**src/rtl/jp_pkg.sv**
```systemverilog
package jp_pkg;
  localparam int GRP_W = 4;
  localparam int KEY_W = 2 * GRP_W;
  localparam int SEL_W = 2;
  localparam int SEL_LSB = 4;

  typedef enum logic [SEL_W-1:0] {
    SEL_BOTH = 2'b00,
    SEL_BTN  = 2'b01,
    SEL_DIR  = 2'b10,
    SEL_ID   = 2'b11
  } grp_sel_e;
endpackage

```
**src/rtl/jp_select_latch.sv**
```systemverilog
module jp_select_latch
  import jp_pkg::*;
(
  input  logic             clk,
  input  logic             rst_n,
  input  logic             wr_en,
  input  logic [SEL_W-1:0] wr_sel,
  output grp_sel_e         sel_o
);
  always_ff @(posedge clk) begin
    if (!rst_n)
      sel_o <= SEL_ID;
    else if (wr_en)
      sel_o <= grp_sel_e'(wr_sel);
  end

  // select comes out of reset as neither group
  a_r1_reset_sel: assert property (@(posedge clk)
    $rose(rst_n) |-> (sel_o == SEL_ID || $past(wr_en)));
endmodule

```
**src/rtl/jp_line_mux.sv**
```systemverilog
module jp_line_mux
  import jp_pkg::*;
#(
  parameter int CTRL_W = 2
) (
  input  grp_sel_e          sel,
  input  logic [KEY_W-1:0]  key_n,
  input  logic [CTRL_W-1:0] ctrl_idx,
  output logic [GRP_W-1:0]  lines_o
);
  logic [KEY_W-1:0] held;
  logic [GRP_W-1:0] id_ext;
  logic [GRP_W-1:0] active;

  always_comb begin
    held   = (|ctrl_idx) ? '0 : ~key_n;
    id_ext = GRP_W'(ctrl_idx);
    unique case (sel)
      SEL_DIR:  active = held[KEY_W-1:GRP_W];
      SEL_BTN:  active = held[GRP_W-1:0];
      SEL_BOTH: active = held[KEY_W-1:GRP_W] | held[GRP_W-1:0];
      default:  active = id_ext;
    endcase
    lines_o = ~active;
  end
endmodule

```
**src/rtl/jp_fall_detect.sv**
```systemverilog
module jp_fall_detect
  import jp_pkg::*;
(
  input  logic             clk,
  input  logic             rst_n,
  input  logic [GRP_W-1:0] lines_i,
  output logic             irq_o
);
  logic [GRP_W-1:0] prev_q;

  always_ff @(posedge clk) begin
    if (!rst_n) begin
      prev_q <= '1;
      irq_o  <= 1'b0;
    end else begin
      prev_q <= lines_i;
      irq_o  <= |(prev_q & ~lines_i);
    end
  end

  // lines that were all high at the last edge cannot have fallen
  a_r8_quiet_when_high: assert property (@(posedge clk) disable iff (!rst_n)
    ($past(lines_i) == '1 && $past(rst_n)) |-> !irq_o);
endmodule

```
**src/rtl/jp_read_filter.sv**
```systemverilog
module jp_read_filter
  import jp_pkg::*;
(
  input  logic             filter_en,
  input  grp_sel_e         sel,
  input  logic [GRP_W-1:0] lines_i,
  output logic [7:0]       rd_o
);
  localparam int PAIRS = GRP_W / 2;
  logic [GRP_W-1:0] shown;

  for (genvar p = 0; p < PAIRS; p++) begin : g_pair
    logic both_held;
    assign both_held = (lines_i[2*p +: 2] == 2'b00) && filter_en && (sel == SEL_DIR);
    assign shown[2*p +: 2] = both_held ? 2'b11 : lines_i[2*p +: 2];
  end

  assign rd_o = {2'b11, sel, shown};
endmodule

```
**src/rtl/keypad_matrix_reg.sv**
```systemverilog
module keypad_matrix_reg
  import jp_pkg::*;
#(
  parameter int CTRL_W = 2
) (
  input  logic              clk,
  input  logic              rst_n,
  input  logic              wr_en,
  input  logic [7:0]        wr_data,
  input  logic [KEY_W-1:0]  key_n,
  input  logic [CTRL_W-1:0] ctrl_idx,
  input  logic              filter_en,
  output logic [7:0]        rd_data,
  output logic              irq
);
  grp_sel_e         sel;
  logic [GRP_W-1:0] lines;

  jp_select_latch u_latch (
    .clk    (clk),
    .rst_n  (rst_n),
    .wr_en  (wr_en),
    .wr_sel (wr_data[SEL_LSB +: SEL_W]),
    .sel_o  (sel)
  );

  jp_line_mux #(.CTRL_W(CTRL_W)) u_mux (
    .sel      (sel),
    .key_n    (key_n),
    .ctrl_idx (ctrl_idx),
    .lines_o  (lines)
  );

  jp_fall_detect u_edge (
    .clk     (clk),
    .rst_n   (rst_n),
    .lines_i (lines),
    .irq_o   (irq)
  );

  jp_read_filter u_filt (
    .filter_en (filter_en),
    .sel       (sel),
    .lines_i   (lines),
    .rd_o      (rd_data)
  );

  a_r2_sel_follows_write: assert property (@(posedge clk) disable iff (!rst_n)
    wr_en |=> rd_data[5:4] == $past(wr_data[5:4]));

  a_r2_top_bits_set: assert property (@(posedge clk) disable iff (!rst_n)
    rd_data[7:6] == 2'b11);

  a_r6_id_on_lines: assert property (@(posedge clk) disable iff (!rst_n)
    (rd_data[5:4] == 2'b11) |-> rd_data[3:0] == ~GRP_W'(ctrl_idx));

  a_r7_remote_masks_keys: assert property (@(posedge clk) disable iff (!rst_n)
    ((|ctrl_idx) && rd_data[5:4] != 2'b11) |-> rd_data[3:0] == '1);

  a_r9_no_opposed_pair: assert property (@(posedge clk) disable iff (!rst_n)
    (filter_en && rd_data[5:4] == 2'b10) |-> (rd_data[1:0] != 2'b00 && rd_data[3:2] != 2'b00));
endmodule

```
**config.mk**
```make
export PLATFORM = sky130hd
export DESIGN_NAME = keypad_matrix_reg
export DESIGN_NICKNAME = d
export VERILOG_FILES = /design/src/rtl/jp_pkg.sv /design/src/rtl/jp_select_latch.sv /design/src/rtl/jp_line_mux.sv /design/src/rtl/jp_fall_detect.sv /design/src/rtl/jp_read_filter.sv /design/src/rtl/keypad_matrix_reg.sv
export SDC_FILE = /design/constraint.sdc
export NUM_CORES = 1
export LEC_CHECK = 0
export BUFFER_PORTS_ARGS = -buffer_cell sky130_fd_sc_hd__buf_4
export CAP_MARGIN = 10
export CORE_AREA = 2 2 39 41
export DETAILED_ROUTE_END_ITERATION = 8
export DIE_AREA = 0 0 41 43
export GPL_ROUTABILITY_DRIVEN = 1
export GPL_TIMING_DRIVEN = 0
export HOLD_SLACK_MARGIN = 0.1
export SLEW_MARGIN = 20
export SYNTH_ARGS = -nofsm -noshare
export SYNTH_HDL_FRONTEND = slang
export SYNTH_SLANG_ARGS = --single-unit
```
**constraint.sdc**
```tcl
create_clock -name clk -period 1.56 [get_ports clk]
set_clock_uncertainty 0.05 [all_clocks]
set_input_delay 0.234 -clock clk [delete_from_list [all_inputs] [get_ports clk]]
set_output_delay 0.234 -clock clk [all_outputs]
set_load 0.01 [all_outputs]
```
### Word-level counts from Yosys, hierarchy flattened

Cells that the tools add are included.

| cells by class | value |
|---|---|
| equal/unequal tests | 2 |
| multiplexer cells | 4 |
| bitwise logic cells | 5 |
| reduce and logical (&&, ||, !) cells | 9 |

Operator list:

| cell | number |
|---|---|
| one-hot mux 4 bit (3 select lines) | 1 |
| two-way mux 8 bit | 1 |
| inverter 4 bit | 2 |
| inverter 8 bit | 1 |
| logical NOT 2 bit | 3 |
| bitwise AND 4 bit | 1 |
| logical AND 1 bit | 4 |
| two-way mux 2 bit | 2 |
| bitwise OR 4 bit | 1 |
| OR reduction 4 bit | 1 |
| == test 2 x 1 -> 1 bit (second input constant) | 1 |
| == test 2 bit (second input constant) | 1 |
| OR reduction 2 bit | 1 |

| storage, ports and cells | value |
|---|---|
| register bits after elaboration | 7 |
| input port bits | 22 |
| output and inout port bits | 9 |
| word-level logic and storage cells | 23 |

### Longest topological paths before layout

| depth | value |
|---|---|
| depth in word-level cells | 9 |
| depth in mapped cells | 5 |
| gate-level depth less buffers | 4 |

### By module

Synthesis repeated with hierarchy kept, for this count alone.

| second synthesis, totals | value |
|---|---|
| cell total of the unflattened synthesis | 39 |
| area total of the unflattened synthesis | 366.6 µm² |

Modules (own cells, without submodules):

| module | times used | cells each | area each (µm²) | seq. area each (µm²) |
|---|---|---|---|---|
| jp_fall_detect | 1 | 14 | 161.4 | 100.1 |
| jp_read_filter | 1 | 10 | 83.8 | 0.0 |
| jp_select_latch | 1 | 6 | 67.6 | 40.0 |
| jp_line_mux | 1 | 9 | 53.8 | 0.0 |

### Worst setup path after synthesis

No wires, ideal clock.

| path | value |
|---|---|
| kind | reg-to-reg |
| start | register u_latch.sel_o[1] |
| end | register u_edge.irq_o |
| setup time | 0.123 ns |
| arrival time | 1.236 ns |
| required time | 1.387 ns |
| slack | 0.151 ns |
| cell stages (with the launch flop) | 6 |
| path buffers | 1 |
| clock period less this slack | 1.409 ns |
| path through | dfxtp_1 buf_2 o22ai_1 a32o_1 a222oi_1 o21ai_1 |

| between the ends | value |
|---|---|
| cells in the longest elaborated chain, start to end | 6 |
| elaborated cells on any way between the ends | 8 |
| classes of those cells | 2 x eq/ne; 1 x mux; 3 x bitwise; 2 x reduce/logical |

RTL lines:

| what | RTL line | source |
|---|---|---|
| start, declared | jp_select_latch.sv:8 | `output grp_sel_e sel_o` |
| start signal, assigned | jp_select_latch.sv:14 | `sel_o <= grp_sel_e'(wr_sel);` |
| == test 2 x 1 -> 1 bit, or another cell as far along | jp_line_mux.sv:18 | `unique case (sel)` |
| one-hot mux 4 bit (3 select lines) (*) | jp_line_mux.sv:18 |  |
| inverter 4 bit (*) | jp_line_mux.sv:24 | `lines_o = ~active;` |
| inverter 4 bit (*) | jp_fall_detect.sv:17 | `irq_o <= \|(prev_q & ~lines_i);` |
| bitwise AND 4 bit (*) | jp_fall_detect.sv:17 |  |
| OR reduction 4 bit (*) | jp_fall_detect.sv:17 |  |
| end signal, assigned | jp_fall_detect.sv:17 |  |
| end, declared | jp_fall_detect.sv:7 | `output logic irq_o` |

Mark *: on every way between the ends. The rest lies on a longest branch, timed or not.
A chain may end at the register's enable or synchronous reset.

### Worst setup path after layout

| path | value |
|---|---|
| start | register u_latch.sel_o[1] |
| end | output rd_data[0] |

| between the ends | value |
|---|---|
| cells in the longest elaborated chain, start to end | 7 |
| elaborated cells on any way between the ends | 9 |
| classes of those cells | 2 x eq/ne; 2 x mux; 1 x bitwise; 4 x reduce/logical |

RTL lines:

| what | RTL line | source |
|---|---|---|
| == test 2 x 1 -> 1 bit, or another cell as far along | jp_line_mux.sv:18 |  |
| one-hot mux 4 bit (3 select lines) | jp_line_mux.sv:18 |  |
| inverter 4 bit | jp_line_mux.sv:24 |  |
| logical NOT 2 bit | jp_read_filter.sv:14 | `assign both_held = (lines_i[2*p +: 2] == 2'b00) && filter_en && (sel == SEL_DIR);` |
| logical AND 1 bit (2 in series) | jp_read_filter.sv:14 |  |
| two-way mux 2 bit (*) | jp_read_filter.sv:15 | `assign shown[2*p +: 2] = both_held ? 2'b11 : lines_i[2*p +: 2];` |
| end, declared | keypad_matrix_reg.sv:13 | `output logic [7:0] rd_data,` |

Marked as above.

==> results summary <==
The number of iterations in the first detailed-routing pass came out at 4. Net switching is 25.2% of the power. The maximum number of buffers from clock root to sink came out at 2. The min-delay analysis places its worst path in the category in -> reg.

The floorplan step defined a core boundary enclosing 0.00138 mm2. The share of the synthesized area in the top cell type is 42.4%. The worst IR drop on VDD came out at 370 uV. The ratio of final minimum period to clock period is 99.7%. The final setup TNS is 0 ns. The number of flops mapped to enable cells by yosys came out at 0. The vertical die dimension is 43 um. The initial utilization of the core area, before any placement, comes to 23.9%. The global-route usage over all layers is 11.6%. The worst endpoint data arrival time is 1.27 ns. The worst setup path is launched from a flop. At the placement stage, the worst setup path has a slack of 0.0454 ns.

The fraction of layout instances using a drive strength above 1 came out at 53.6%. The number of rows created at floorplan came out at 14. The sequential share of the synthesized area came out at 42.4%. The dominant cell type by area after synthesis is sky130_fd_sc_hd__dfxtp_1. The destination of the worst register-to-register timing path is u_edge.irq_o. The mapped cell area came out at 330 um2.

The total length of routed wires came out at 867 um. In this run the number of H-tree levels came out at 1. The top-level I/O count came out at 31. The count of inserted antenna diode cells came out at 0.

The highest fanout seen on the critical path came out at 8. The end-of-flow core utilization came out at 42.2%. Max-cap violations in this run came to 0. The area growth from synthesis to layout is 76.9%.

Summing over every cut layer, the via total after detailed routing is 392. The share of flip-flops with an asynchronous set or reset after synthesis is 0%. The unique cell type count in the Yosys netlist is 17. The proportion of power drawn by combinational gates is 25.2%.

The total count of max-transition violations in the final report is 0. The die boundary width came out at 41 um. TritonCTS built the clock tree. The most used flip-flop cell after synthesis is sky130_fd_sc_hd__dfxtp_1. The critical path data required time came out at 1.28 ns. The worst-skew pair later-pin latency came out at 0.25 ns. After detailed routing, the average wire length per cell comes to 10.2 um. The number of DRC markers after the initial detailed-route iteration is 10. The power spent charging and discharging nets came out at 0.122 mW. For this run, design rule violations remaining after detail routing come to 0. Summed over all nets, the half-perimeter wirelength after detailed placement is 633 um. The critical path is of the reg -> out type. The worst hold path terminates at u_latch.sel_o[0]. The clock-pin slew on the worst setup and hold paths is 0.05 ns. The post-synthesis average cell area is 8.26 um2. Using the TritonRoute via totals, the vias-per-cell ratio works out to 4.61. The synthesized instance count is 40. The number of buffers added by the clock tree synthesis step is 3. The run finished with clean final reports. The beginning of the worst register-to-register path is u_latch.sel_o[1].

The die covers 0.00176 mm2. Setup repair after global routing could not meet its margin everywhere. The worst setup margin came out at 0.00523 ns. The Yosys warning count came out at 0. In this run the most critical hold path is launched from wr_data[4]. The maximum number of pins on one net before global-route repair is 10. The internal power of the cells totals 0.361 mW. The initial antenna violation count is 0. The final number of setup-violating endpoints is 0. The maximum operating frequency came out at 643 MHz.

For this run the aggregate overflow at the end of global routing stands at 0. The flop and latch count out of synthesis came out at 7. The count of antenna-violating nets left after detailed routing came out at 0. The worst setup path is captured at an output port. The clock tree root driver cell is sky130_fd_sc_hd__clkbuf_4. The final net count came out at 92.

The number of port buffers came out at 21. In the post-synthesis netlist, the biggest area contributors are sky130_fd_sc_hd__dfxtp_1, sky130_fd_sc_hd__nand2_1, sky130_fd_sc_hd__o22ai_1. The leakage power figure came out at 0.273 nW. Ranked by instance count, the synthesized netlist is headed by sky130_fd_sc_hd__dfxtp_1, sky130_fd_sc_hd__nand2_1, sky130_fd_sc_hd__o21ai_0, sky130_fd_sc_hd__o22ai_1. The congestion estimate from routability-driven global placement came to 0.709.

The first global-routing pass estimated 1350 um of wire. The power density over the cells came out at 825 mW/mm2. The number of global-route vias before repair is 339.

The number of endpoints with negative hold slack in the final report is 0. In this run, flip-flops and latches consume 40.8% of the power. The logic depth of the worst register-to-register path came out at 6. The worst hold path passes through 3 cells. The clock drives 7 sinks. The reg2reg setup slack came out at 0.08 ns. The minimum clock period after layout is 1.55 ns. The clock network fraction of design power is 34.0%.
## layout make-up
class,instances,area [um2]
buffer,4,30.0
clock buffer,4,26.3
fill,142,800
inverter,2,7.51
multi-input combinational,28,175
sequential,7,145
tap,16,20.0
timing repair buffer,24,180
## cell usage in the layout, fill, tap and decap left out, drive strengths merged, types with 2 or more instances in the layout
master	count
inv	2
nand2	7
a32o	2
conb	2
clkbuf	5
dfxtp	7
mux2i	2
and2	2
o22ai	4
buf	27
o21ai	5
## how the worst max path moves through the flow
stage / start / to / slack, ns / depth (start not counted)
final: u_latch.sel_o[1] / rd_data[0] / 0.005 / 5
after global routing: u_latch.sel_o[1] / rd_data[0] / -0.04 / 6
after CTS: u_latch.sel_o[1] / rd_data[1] / 0.005 / 5
after detailed placement: u_latch.sel_o[0] / u_edge.irq_o / 0.05 / 4
after global placement: u_latch.sel_o[0] / u_edge.irq_o / 0.06 / 4
after floorplan: u_latch.sel_o[1] / u_edge.irq_o / 0.15 / 5
## worst max-delay path: stages (launching register included)
cell and delay (ns):
sky130_fd_sc_hd__dfxtp_2 0.32, sky130_fd_sc_hd__buf_6 0.13, sky130_fd_sc_hd__o22ai_1 0.20, sky130_fd_sc_hd__a32o_2 0.18, sky130_fd_sc_hd__o21ai_2 0.06, sky130_fd_sc_hd__buf_4 0.14
## state kept, by name, indices dropped and copies added (netlist names)
name	cells
u_edge.prev_q	4
u_latch.sel_o	2
u_edge.irq_o	1
## logic make-up (layout without fill, tap and decap cells)
kind of cell	Yosys count	in the layout	share of synthesized area, %
AND/OR/NAND/NOR	12	12	16.7
AO/OA/AOI/OAI	12	12	24.2
buffers and inverters	6	34	9.47
flip-flops	7	7	42.4
other	1	2	1.14
multiplexers	2	2	6.06
## metal layers
layer	wire length [um]	track usage (%)	share of wire [%]	vias to the layer above
li1	-	-	-	195
met1	386	14.9	45	176
met2	398	15.6	46	19
met3	62	3.66	7.2	2
met4	19	8.00	2.2	0
met5	0	0	0	-
## power groups by stage
stage	sequential (mW)	clock, mW	combinational (mW)
after floorplan	0.202	0	0.0462
after global placement	0.200	0	0.104
after detailed placement	0.200	0	0.104
after CTS	0.197	0.170	0.118
after global routing	0.198	0.173	0.132
final	0.197	0.164	0.122
## stage by stage
| stage | total power [mW] | std cells | area (um2) | hold WS, ns |
|---|---|---|---|---|
| final | 0.482 | 85 | 584 | 0.150 |
| after global placement | 0.303 | 78 | 512 | 0.395 |
| after CTS | 0.485 | 85 | 581 | 0.145 |
| after detailed placement | 0.304 | 78 | 512 | 0.385 |
| after floorplan | 0.248 | 41 | 334 | 0.312 |
| after global routing | 0.503 | 85 | 584 | 0.151 |
## timing repair
item,4_1_cts,5_1_grt
endpoints found under the setup margin,4,3
hold buffers,0,0
buffers inserted,3,0
gates resized for setup,9,3
pin swaps,2,2
No activity file was read; power rests on OpenSTA's default activity.
